--- config.mk ---
export PLATFORM = sky130hd
export DESIGN_NAME = pk_i2f_cvt
export DESIGN_NICKNAME = d
export VERILOG_FILES = /design/src/rtl/pk_i2f_pkg.sv /design/src/rtl/pk_i2f_lzc.sv /design/src/rtl/pk_i2f_lane.sv /design/src/rtl/pk_i2f_cvt.sv
export SDC_FILE = /design/constraint.sdc
export NUM_CORES = 1
export LEC_CHECK = 0
export ABC_AREA = 1
export CORE_MARGIN = 2
export CORE_UTILIZATION = 63
export DETAILED_ROUTE_END_ITERATION = 7
export PLACE_DENSITY = 0.95
export SETUP_SLACK_MARGIN = 0.02
export SLEW_MARGIN = 20
export SYNTH_ARGS = -nofsm -noshare
export SYNTH_HDL_FRONTEND = slang
export SYNTH_SLANG_ARGS = --single-unit
--- constraint.sdc ---
create_clock -name clk_i -period 1.8 [get_ports clk_i]
set_clock_uncertainty 0.05 [all_clocks]
set_input_delay 0.36 -clock clk_i [delete_from_list [all_inputs] [get_ports clk_i]]
set_output_delay 0.36 -clock clk_i [all_outputs]
set_load 0.005 [all_outputs]
--- src/rtl/pk_i2f_pkg.sv ---
package pk_i2f_pkg;
  localparam int unsigned FP_W  = 32;
  localparam int unsigned EXP_W = 8;
  localparam int unsigned MAN_W = 23;
  localparam int unsigned BIAS  = 127;

  typedef enum logic [1:0] {
    RND_NEAR = 2'b00,
    RND_DOWN = 2'b01,
    RND_UP   = 2'b10,
    RND_ZERO = 2'b11
  } rnd_mode_e;
endpackage

--- src/rtl/pk_i2f_lzc.sv ---
module pk_i2f_lzc #(
  parameter int unsigned W    = 32,
  parameter int unsigned CNT_W = $clog2(W)
) (
  input  logic [W-1:0]     val_i,
  output logic [CNT_W-1:0] cnt_o
);
  // highest set bit wins; all-zero input gives 0 (caller handles zero)
  always_comb begin
    cnt_o = '0;
    for (int i = 0; i < W; i++) begin
      if (val_i[i]) cnt_o = CNT_W'(W - 1 - i);
    end
  end
endmodule

--- src/rtl/pk_i2f_lane.sv ---
module pk_i2f_lane
  import pk_i2f_pkg::*;
#(
  parameter int unsigned INT_W = 32
) (
  input  logic [INT_W-1:0] src_i,
  input  rnd_mode_e        rc_i,
  output logic [FP_W-1:0]  res_o,
  output logic             inexact_o
);
  localparam int unsigned LZ_W = $clog2(INT_W);
  localparam int unsigned DROP = INT_W - 1 - MAN_W;   // bits below the significand

  logic             neg;
  logic [INT_W-1:0] mag, norm;
  logic [LZ_W-1:0]  lz;
  logic [MAN_W-1:0] frac;
  logic             rnd_bit, sticky, up, is_zero;
  logic [EXP_W-1:0] expo;
  logic [FP_W-2:0]  body, body_rnd;

  assign neg = src_i[INT_W-1];
  assign mag = neg ? (~src_i + 1'b1) : src_i;   // min int maps to 2^(W-1) unsigned

  pk_i2f_lzc #(.W(INT_W), .CNT_W(LZ_W)) u_lzc (
    .val_i (mag),
    .cnt_o (lz)
  );

  assign norm    = mag << lz;
  assign is_zero = ~norm[INT_W-1];
  assign frac    = norm[INT_W-2 -: MAN_W];
  assign rnd_bit = norm[DROP-1];
  assign sticky  = |norm[DROP-2:0];
  assign expo    = EXP_W'(BIAS + INT_W - 1) - EXP_W'(lz);

  assign inexact_o = ~is_zero & (rnd_bit | sticky);

  always_comb begin
    unique case (rc_i)
      RND_NEAR: up = rnd_bit & (sticky | frac[0]);
      RND_DOWN: up = neg & inexact_o;
      RND_UP:   up = ~neg & inexact_o;
      default:  up = 1'b0;
    endcase
  end

  // carry out of the fraction increments the exponent
  assign body     = {expo, frac};
  assign body_rnd = body + (FP_W-1)'(up);
  assign res_o    = is_zero ? '0 : {neg, body_rnd};
endmodule

--- src/rtl/pk_i2f_cvt.sv ---
module pk_i2f_cvt
  import pk_i2f_pkg::*;
#(
  parameter int unsigned LANES = 4,
  parameter int unsigned INT_W = 32
) (
  input  logic                  clk_i,
  input  logic                  rst_ni,
  input  logic                  valid_i,
  input  logic [1:0]            rc_i,
  input  logic [LANES*INT_W-1:0] src_i,
  output logic                  valid_o,
  output logic [LANES*FP_W-1:0] dst_o,
  output logic                  inexact_o
);
  logic [LANES*FP_W-1:0] res_d;
  logic [LANES-1:0]      lane_inx;

  for (genvar l = 0; l < LANES; l++) begin : g_lane
    pk_i2f_lane #(.INT_W(INT_W)) u_lane (
      .src_i     (src_i[l*INT_W +: INT_W]),
      .rc_i      (rnd_mode_e'(rc_i)),
      .res_o     (res_d[l*FP_W +: FP_W]),
      .inexact_o (lane_inx[l])
    );
  end

  always_ff @(posedge clk_i or negedge rst_ni) begin
    if (!rst_ni) begin
      valid_o   <= 1'b0;
      dst_o     <= '0;
      inexact_o <= 1'b0;
    end else begin
      valid_o <= valid_i;
      if (valid_i) begin
        dst_o     <= res_d;
        inexact_o <= |lane_inx;
      end
    end
  end
endmodule

==> impl_metrics.json, run 1 <==
{
  "status": "stopped before the end",
  "stop_stage": "clock tree synthesis",
  "stop_error": "[ERROR DPL-0038] Utilization greater than 100%, impossible to legalize",
  "ys.flop_type": "dfrtp_1",
  "post_cts_buffers": 199,
  "synth_nets": 3969,
  "io_buffer_count": 262,
  "cts-root-buf": "clkbuf_16",
  "synth_seq_area_share_pct": 15.9,
  "synth_edf_count": 0,
  "cts-resized-gates": 893,
  "place_congestion": 1.13,
  "syn_area_sq_mm": 0.0205,
  "synth_area_leaders": "nand2_1 (24%), nand3_1 (19%), dfrtp_1 (16%)",
  "ys_warn_count": 0,
  "placed_area_sq_mm": 0.0307,
  "synth_top_area_share_pct": 24.3,
  "hpwl_microns": 84500,
  "cts.sink_count": 130,
  "ios": 263,
  "async_reset_ff_share_pct": 100,
  "max-clock-path-buffers": 2,
  "syn_avg_cell_area_sq_um": 5.38,
  "cts_buffers": 17,
  "die_y_microns": 184,
  "hold_buffers": 1,
  "synthDistinctLibCells": 59,
  "ys_ff_latch": 130,
  "syn_inst": 3809,
  "htreeDepth": 4,
  "start_util_pct": 63.5,
  "yosys.area.top_type": "nand2_1",
  "num_rows": 66,
  "fp.dieW_microns": 184
}
cell families after synthesis:
logic type / after synthesis / synth area share [%]
simple gates: 2679 / 57.8
flops: 130 / 15.9
fa+ha+maj: 27 / 1.65
compound gates: 277 / 7.92
xor+xnor: 116 / 5.14
buf+inv: 580 / 11.6
cell usage after synthesis, types with 10 or more instances:
library cell and n:
a21oi_1 48, buf_1 10, buf_2 65, buf_6 12, clkbuf_1 61, dfrtp_1 130, ha_1 27, inv_1 374
inv_2 45, nand2_1 1328, nand2_2 20, nand3_1 789, nand3_2 13, nand3b_1 13, nand4_1 63, nor2_1 327
nor2_2 34, nor3_1 34, nor4_1 12, o21ai_0 115, o21ai_1 44, o31ai_1 12, xnor2_1 18, xor2_1 93
stage by stage:
step	cells	hold WS, ps	util [%]	worst slack, ps
3_3_place_gp	5263	243	94.9	-3890
3_5_place_dp	5263	257	94.9	-4600
2_1_floorplan	3809	14.4	-	-3020
==> inputs of run 2 (changes only) <==
- CORE_UTILIZATION: 63 -> 40
- PLACE_DENSITY: 0.95 -> default
- PLACE_DENSITY_LB_ADDON: default -> 0.15
- SETUP_SLACK_MARGIN: 0.02 -> default
==> impl_metrics.json, run 2 <==
{
  "yosys.area.top_type": "nand2_1",
  "first_global_vias": 28300,
  "final_cell_mix": "nand2_1 (1141), buf_4 (1088), nand3_1 (599)",
  "num_rows": 82,
  "synth.most_common_cell": "nand2_1",
  "drv_slew": 0,
  "crit_path_frequent_cell": "nand2_2",
  "grt_max_degree": 63,
  "wl_microns": 93300,
  "syn_avg_cell_area_sq_um": 5.38,
  "clkPwrFrac_pct": 14.2,
  "syn_area_sq_mm": 0.0205,
  "die_y_microns": 230,
  "synth_nets": 3969,
  "drtAntennaViolNets": 0,
  "cts_tree": "done",
  "cts.sink_count": 130,
  "vias": 30600,
  "hpwl_microns": 68200,
  "power_frac_comb_pct": 70.2,
  "min_path_cells": 3,
  "critPathRequiredTime_ps": 2150,
  "arrival_ps": 5420,
  "grt_pass1_wl_microns": 143000,
  "start_util_pct": 40.7,
  "top_regs": "dst_o (128), inexact_o (1), valid_o (1)",
  "rsz0062_at_grt": "true",
  "die_area_sq_mm": 0.0531,
  "cts_buffers": 17,
  "p_sw_mw": 11.7,
  "overflow": 0,
  "post_drt_wl_per_cell_microns": 16.0,
  "place_congestion": 1.00,
  "clkTransAtPathRegs_ps": 70,
  "fmax_mhz": 197,
  "fp.dieW_microns": 230,
  "ys_ff_latch": 130,
  "ff2ff_path_depth": 1,
  "relSlewSlack_pct": 61.5,
  "max_slew.worst_pin.slew_ps": 577,
  "grt_usage_pct": 32.7,
  "cap_violations": 0,
  "layout_commonest_cell": "nand2_1",
  "power.internal_mw": 14.3,
  "cellLeakagePower_nw": 19.8,
  "max-clock-path-buffers": 2,
  "synthDistinctLibCells": 59,
  "antenna_found_initial": 0,
  "clk-insertion-delay-late_ps": 470,
  "io_buffer_count": 262,
  "critPathLaunchType": "primary input",
  "cp_slowest_stage_delay_ps": 320,
  "first_pass_iters": 7,
  "async_reset_ff_share_pct": 100,
  "synth_seq_area_share_pct": 15.9,
  "final_cells": 5844,
  "worst-path-max-fanout": 7,
  "peakVddDrop_mv": 0.792,
  "vias_per_cell": 5.24,
  "p_per_area_mw_per_mm2": 690,
  "violations": "setup timing",
  "core_region_area_sq_mm": 0.0504,
  "ios": 263,
  "drc": 0,
  "first_iter_violations": 2741,
  "synth_top_area_share_pct": 24.3,
  "placed_cells": 5563,
  "power_frac_seq_pct": 15.6,
  "nNetsFinal": 5318,
  "period_share_pct": 282,
  "critPathKind": "primary input to register",
  "largest_reg_flops": 128,
  "finalCriticalPeriod_ps": 5070,
  "layout_setup_ws_ps": -3270,
  "area_delta_synth_final_pct": 84.3,
  "hold_violations": 0,
  "syn_inst": 3809,
  "yosys-top-cells-count": "nand2_1 (1328), nand3_1 (789), inv_1 (374)",
  "critPathCaptureType": "register",
  "cts-root-buf": "clkbuf_16",
  "switching_share_pct": 45.1,
  "utilization_pct": 75.0,
  "final_layout_size_suffix_gt1_share_pct": 40.7,
  "nFillCells": 4074,
  "htreeDepth": 4,
  "finalSetupTns_ps": -378980,
  "regMostFlops": "dst_o",
  "setup_violations": 129,
  "ys.flop_type": "dfrtp_1",
  "ys_warn_count": 0,
  "cp_slowest_cell": "nor4_4",
  "synth_area_leaders": "nand2_1 (24%), nand3_1 (19%), dfrtp_1 (16%)",
  "synth_edf_count": 0,
  "hold_path_class": "primary input to register",
  "hold_slack_ps": 262,
  "status": "finished with violations"
}
-- run 2: cells by family after synthesis --
group / count (synthesis) / synth area share (%)
AND/OR/NAND/NOR: 2679 / 57.8
buffers and inverters: 580 / 11.6
AO/OA/AOI/OAI: 277 / 7.92
flip-flops: 130 / 15.9
XOR/XNOR: 116 / 5.14
adder cells (fa/ha/maj): 27 / 1.65
-- run 2: final timing paths --
check	slack [ps]	from	endpoint
max in group asynchronous	820	rst_ni	dst_o[56]$_DFFE_PN0P_
min in group asynchronous	300	rst_ni	dst_o[101]$_DFFE_PN0P_
setup / recovery	-3270	src_i[97]	dst_o[116]$_DFFE_PN0P_
hold reg to reg	420	dst_o[49]$_DFFE_PN0P_	dst_o[49]$_DFFE_PN0P_
hold / removal	260	valid_i	inexact_o$_DFFE_PN0P_
setup reg to reg	950	dst_o[33]$_DFFE_PN0P_	dst_o[33]$_DFFE_PN0P_
-- run 2: what timing repair did --
item / 4_1_cts / 5_1_grt
pin swaps: 289 / 330
hold endpoints to repair: 27 / 0
setup endpoints to repair: 183 / 180
hold buffers: 1 / 0
setup buffers: 197 / 65
cloned: 10 / 2
gates resized for setup: 579 / 494
-- run 2: power groups by stage --
stage / logic (mW) / clock network (mW) / registers [mW]
after floorplan: 7.30 / 0 / 3.97
after detailed placement: 14.8 / 0 / 4.09
after global routing: 19.7 / 3.84 / 4.12
after global placement: 14.8 / 0 / 4.08
final: 18.3 / 3.71 / 4.06
after CTS: 16.8 / 3.73 / 4.05
-- run 2: area by class of cell --
class | instances | area (sq um) | share of cell area (%)
well taps | 672 | 841 | 2.23
repair inverters | 1 | 7.51 | 0.0199
repair buffers | 1485 | 12800 | 33.8
multi-input cells | 3100 | 18600 | 49.1
clock inverters | 13 | 161 | 0.427
inverters | 423 | 1730 | 4.58
diodes | 1 | 2.50 | 0.00662
clock buffers | 19 | 433 | 1.15
flip-flops and latches | 130 | 3260 | 8.62
-- run 2: through the flow --
step | area [sq um] | power [mW] | setup WS [ps]
after global placement | 31500 | 18.9 | -4050
after global routing | 37800 | 27.7 | -3610
after floorplan | 21300 | 11.3 | -3020
after CTS | 35600 | 24.6 | -3050
final | 37800 | 26.1 | -3270
after detailed placement | 31500 | 18.9 | -4180
-- run 2: worst max-delay path, delay by kind of cell --
family	cells	cell delay, ps
xor+xnor	1	220
buf+inv	5	530
fa+ha+maj	2	300
simple gates	30	3440
compound gates	3	530
-- run 2: layer usage --
layer  vias to the layer above  part of all wire, %  global-route usage (%)
met5                         -                    0                       0
met4                         0                  3.5                    10.8
met3                       231                  7.3                    5.48
met2                      1214                   47                    53.8
met1                     14100                   42                    43.5
li1                      15100                    -                       -
(Power assumes the default switching activity.)
==> inputs of run 3 (changes only) <==
- TNS_END_PERCENT: default -> 1
==> impl_metrics.json, run 3 (same netlist as run 2, synthesis figures left out) <==
{
  "cp_slowest_cell": "clkdlybuf4s50_1",
  "grt_usage_pct": 31.5,
  "met2_usage_pct": 49.8,
  "critPathRequiredTime_ps": 2140,
  "first_pass_iters": 6,
  "period_share_pct": 281,
  "cp_slowest_stage_delay_ps": 410,
  "worst-path-max-fanout": 6,
  "grt_max_degree": 45,
  "num_rows": 82,
  "layout_setup_ws_ps": -3260,
  "busiest_layer": "met2",
  "core_region_area_sq_mm": 0.0504,
  "post_drt_wl_per_cell_microns": 15.3,
  "drc": 0,
  "cellLeakagePower_nw": 18.8,
  "critPathKind": "primary input to register",
  "peakVddDrop_mv": 0.742,
  "utilization_pct": 68.3,
  "final_layout_size_suffix_gt1_share_pct": 32.8,
  "vias_per_cell": 5.11,
  "relSlewSlack_pct": 63.0,
  "violations": "setup timing",
  "rsz0062_at_grt": "true",
  "finalCriticalPeriod_ps": 5060,
  "nNetsFinal": 5205,
  "hold_slack_ps": 392,
  "final_cell_mix": "nand2_1 (1250), buf_4 (1055), nand3_1 (712)",
  "drtAntennaViolNets": 0,
  "hold_violations": 0,
  "grtUsageMet1_pct": 44.9,
  "first_iter_violations": 2510,
  "htreeDepth": 4,
  "fp.dieW_microns": 230,
  "hpwl_microns": 70300,
  "setup_violations": 129,
  "drv_slew": 0,
  "die_area_sq_mm": 0.0531,
  "largest_reg_flops": 128,
  "finalSetupTns_ps": -374270,
  "overflow": 0,
  "critPathCaptureType": "register",
  "max_slew.worst_pin.slew_ps": 551,
  "cts.sink_count": 130,
  "placed_area_sq_mm": 0.0312,
  "top_regs": "dst_o (128), inexact_o (1), valid_o (1)",
  "clk-insertion-delay-late_ps": 440,
  "final_cells": 5733,
  "area_delta_synth_final_pct": 67.8,
  "met3_usage_pct": 2.78,
  "placed_cells": 5599,
  "wl_microns": 87400,
  "hold_path_class": "primary input to async pin",
  "pre_cts_ws_ps": -4300,
  "power_mw": 23.6,
  "place_congestion": 0.971,
  "cap_violations": 0,
  "arrival_ps": 5400,
  "final_area_sq_mm": 0.0344,
  "layout_commonest_cell": "nand2_1",
  "fmax_mhz": 197,
  "critPathLaunchType": "primary input",
  "cts-root-buf": "clkbuf_16",
  "ios": 263,
  "status": "finished with violations",
  "io_buffer_count": 262,
  "max-clock-path-buffers": 2,
  "die_y_microns": 230,
  "crit_path_frequent_cell": "nand2_1",
  "grt_pass1_wl_microns": 136000,
  "p_per_area_mw_per_mm2": 686,
  "clkTransAtPathRegs_ps": 70,
  "regMostFlops": "dst_o",
  "antenna_found_initial": 4,
  "start_util_pct": 40.7,
  "cts_tree": "done",
  "cts_buffers": 17,
  "first_global_vias": 26700,
  "vias": 29300
}
==> run 3: changes by cell type in the layout (fill, tap and decap cells not counted), sizes merged <==
cell and delta:
dlymetal6s2s +31, dlygate4sd2 -16, inv +5, nand2 +1, clkinvlp -4, bufinv -3
bufbuf -1, clkdlybuf4s50 +7, clkinv +3, buf -128, clkdlybuf4s15 -4, clkbuf -4
diode +2
==> run 3: critical path, delay by kind of cell <==
family | cells | cell delay, ps
xor+xnor | 1 | 190
compound gates | 4 | 630
buf+inv | 5 | 880
fa+ha+maj | 1 | 220
simple gates | 28 | 3060
==> run 3: area by class of cell <==
cell class,count,area [sq um]
multi-input cells,3101,16400
fillers,4725,16000
repair buffers,1372,11600
flip-flops and latches,130,3260
inverters,423,1660
well taps,672,841
clock buffers,17,425
clock inverters,15,149
diodes,3,7.51
==> run 3: what timing repair did <==
item,CTS,global route
buffers inserted,56,37
endpoints found under the hold margin,41,0
hold buffers,1,0
endpoints found under the setup margin,183,190
pin swaps,83,139
gates cloned,3,3
resized for setup,155,423
==> run 3: where the power goes <==
part	leakage [nW]	switching, mW	internal, mW
clock network	0.280	1.59	1.83
registers	1.57	0.570	3.56
logic	17.0	8.50	7.54
==> run 3: per-layer routing <==
| layer | wire length, microns | vias to the layer above | share of wire [%] |
|---|---|---|---|
| li1 | - | 14800 | - |
| met2 | 39200 | 930 | 45 |
| met5 | 0 | - | 0 |
| met4 | 3050 | 0 | 3.5 |
| met3 | 5100 | 156 | 5.8 |
| met1 | 40000 | 13400 | 46 |
==> run 3: path summary, 6_finish.rpt <==
path / start / to / slack, ps / cells past startpoint
max: src_i[102] / dst_o[116]$_DFFE_PN0P_ / -3260 / 39
min: rst_ni / dst_o[127]$_DFFE_PN0P_ / 390 / 2
max reg2reg: dst_o[0]$_DFFE_PN0P_ / dst_o[0]$_DFFE_PN0P_ / 960 / 1
min reg2reg: dst_o[78]$_DFFE_PN0P_ / dst_o[78]$_DFFE_PN0P_ / 420 / 2
max in group asynchronous: rst_ni / dst_o[71]$_DFFE_PN0P_ / 730 / 3
min in group clk_i: dst_o[78]$_DFFE_PN0P_ / dst_o[78]$_DFFE_PN0P_ / 420 / 2
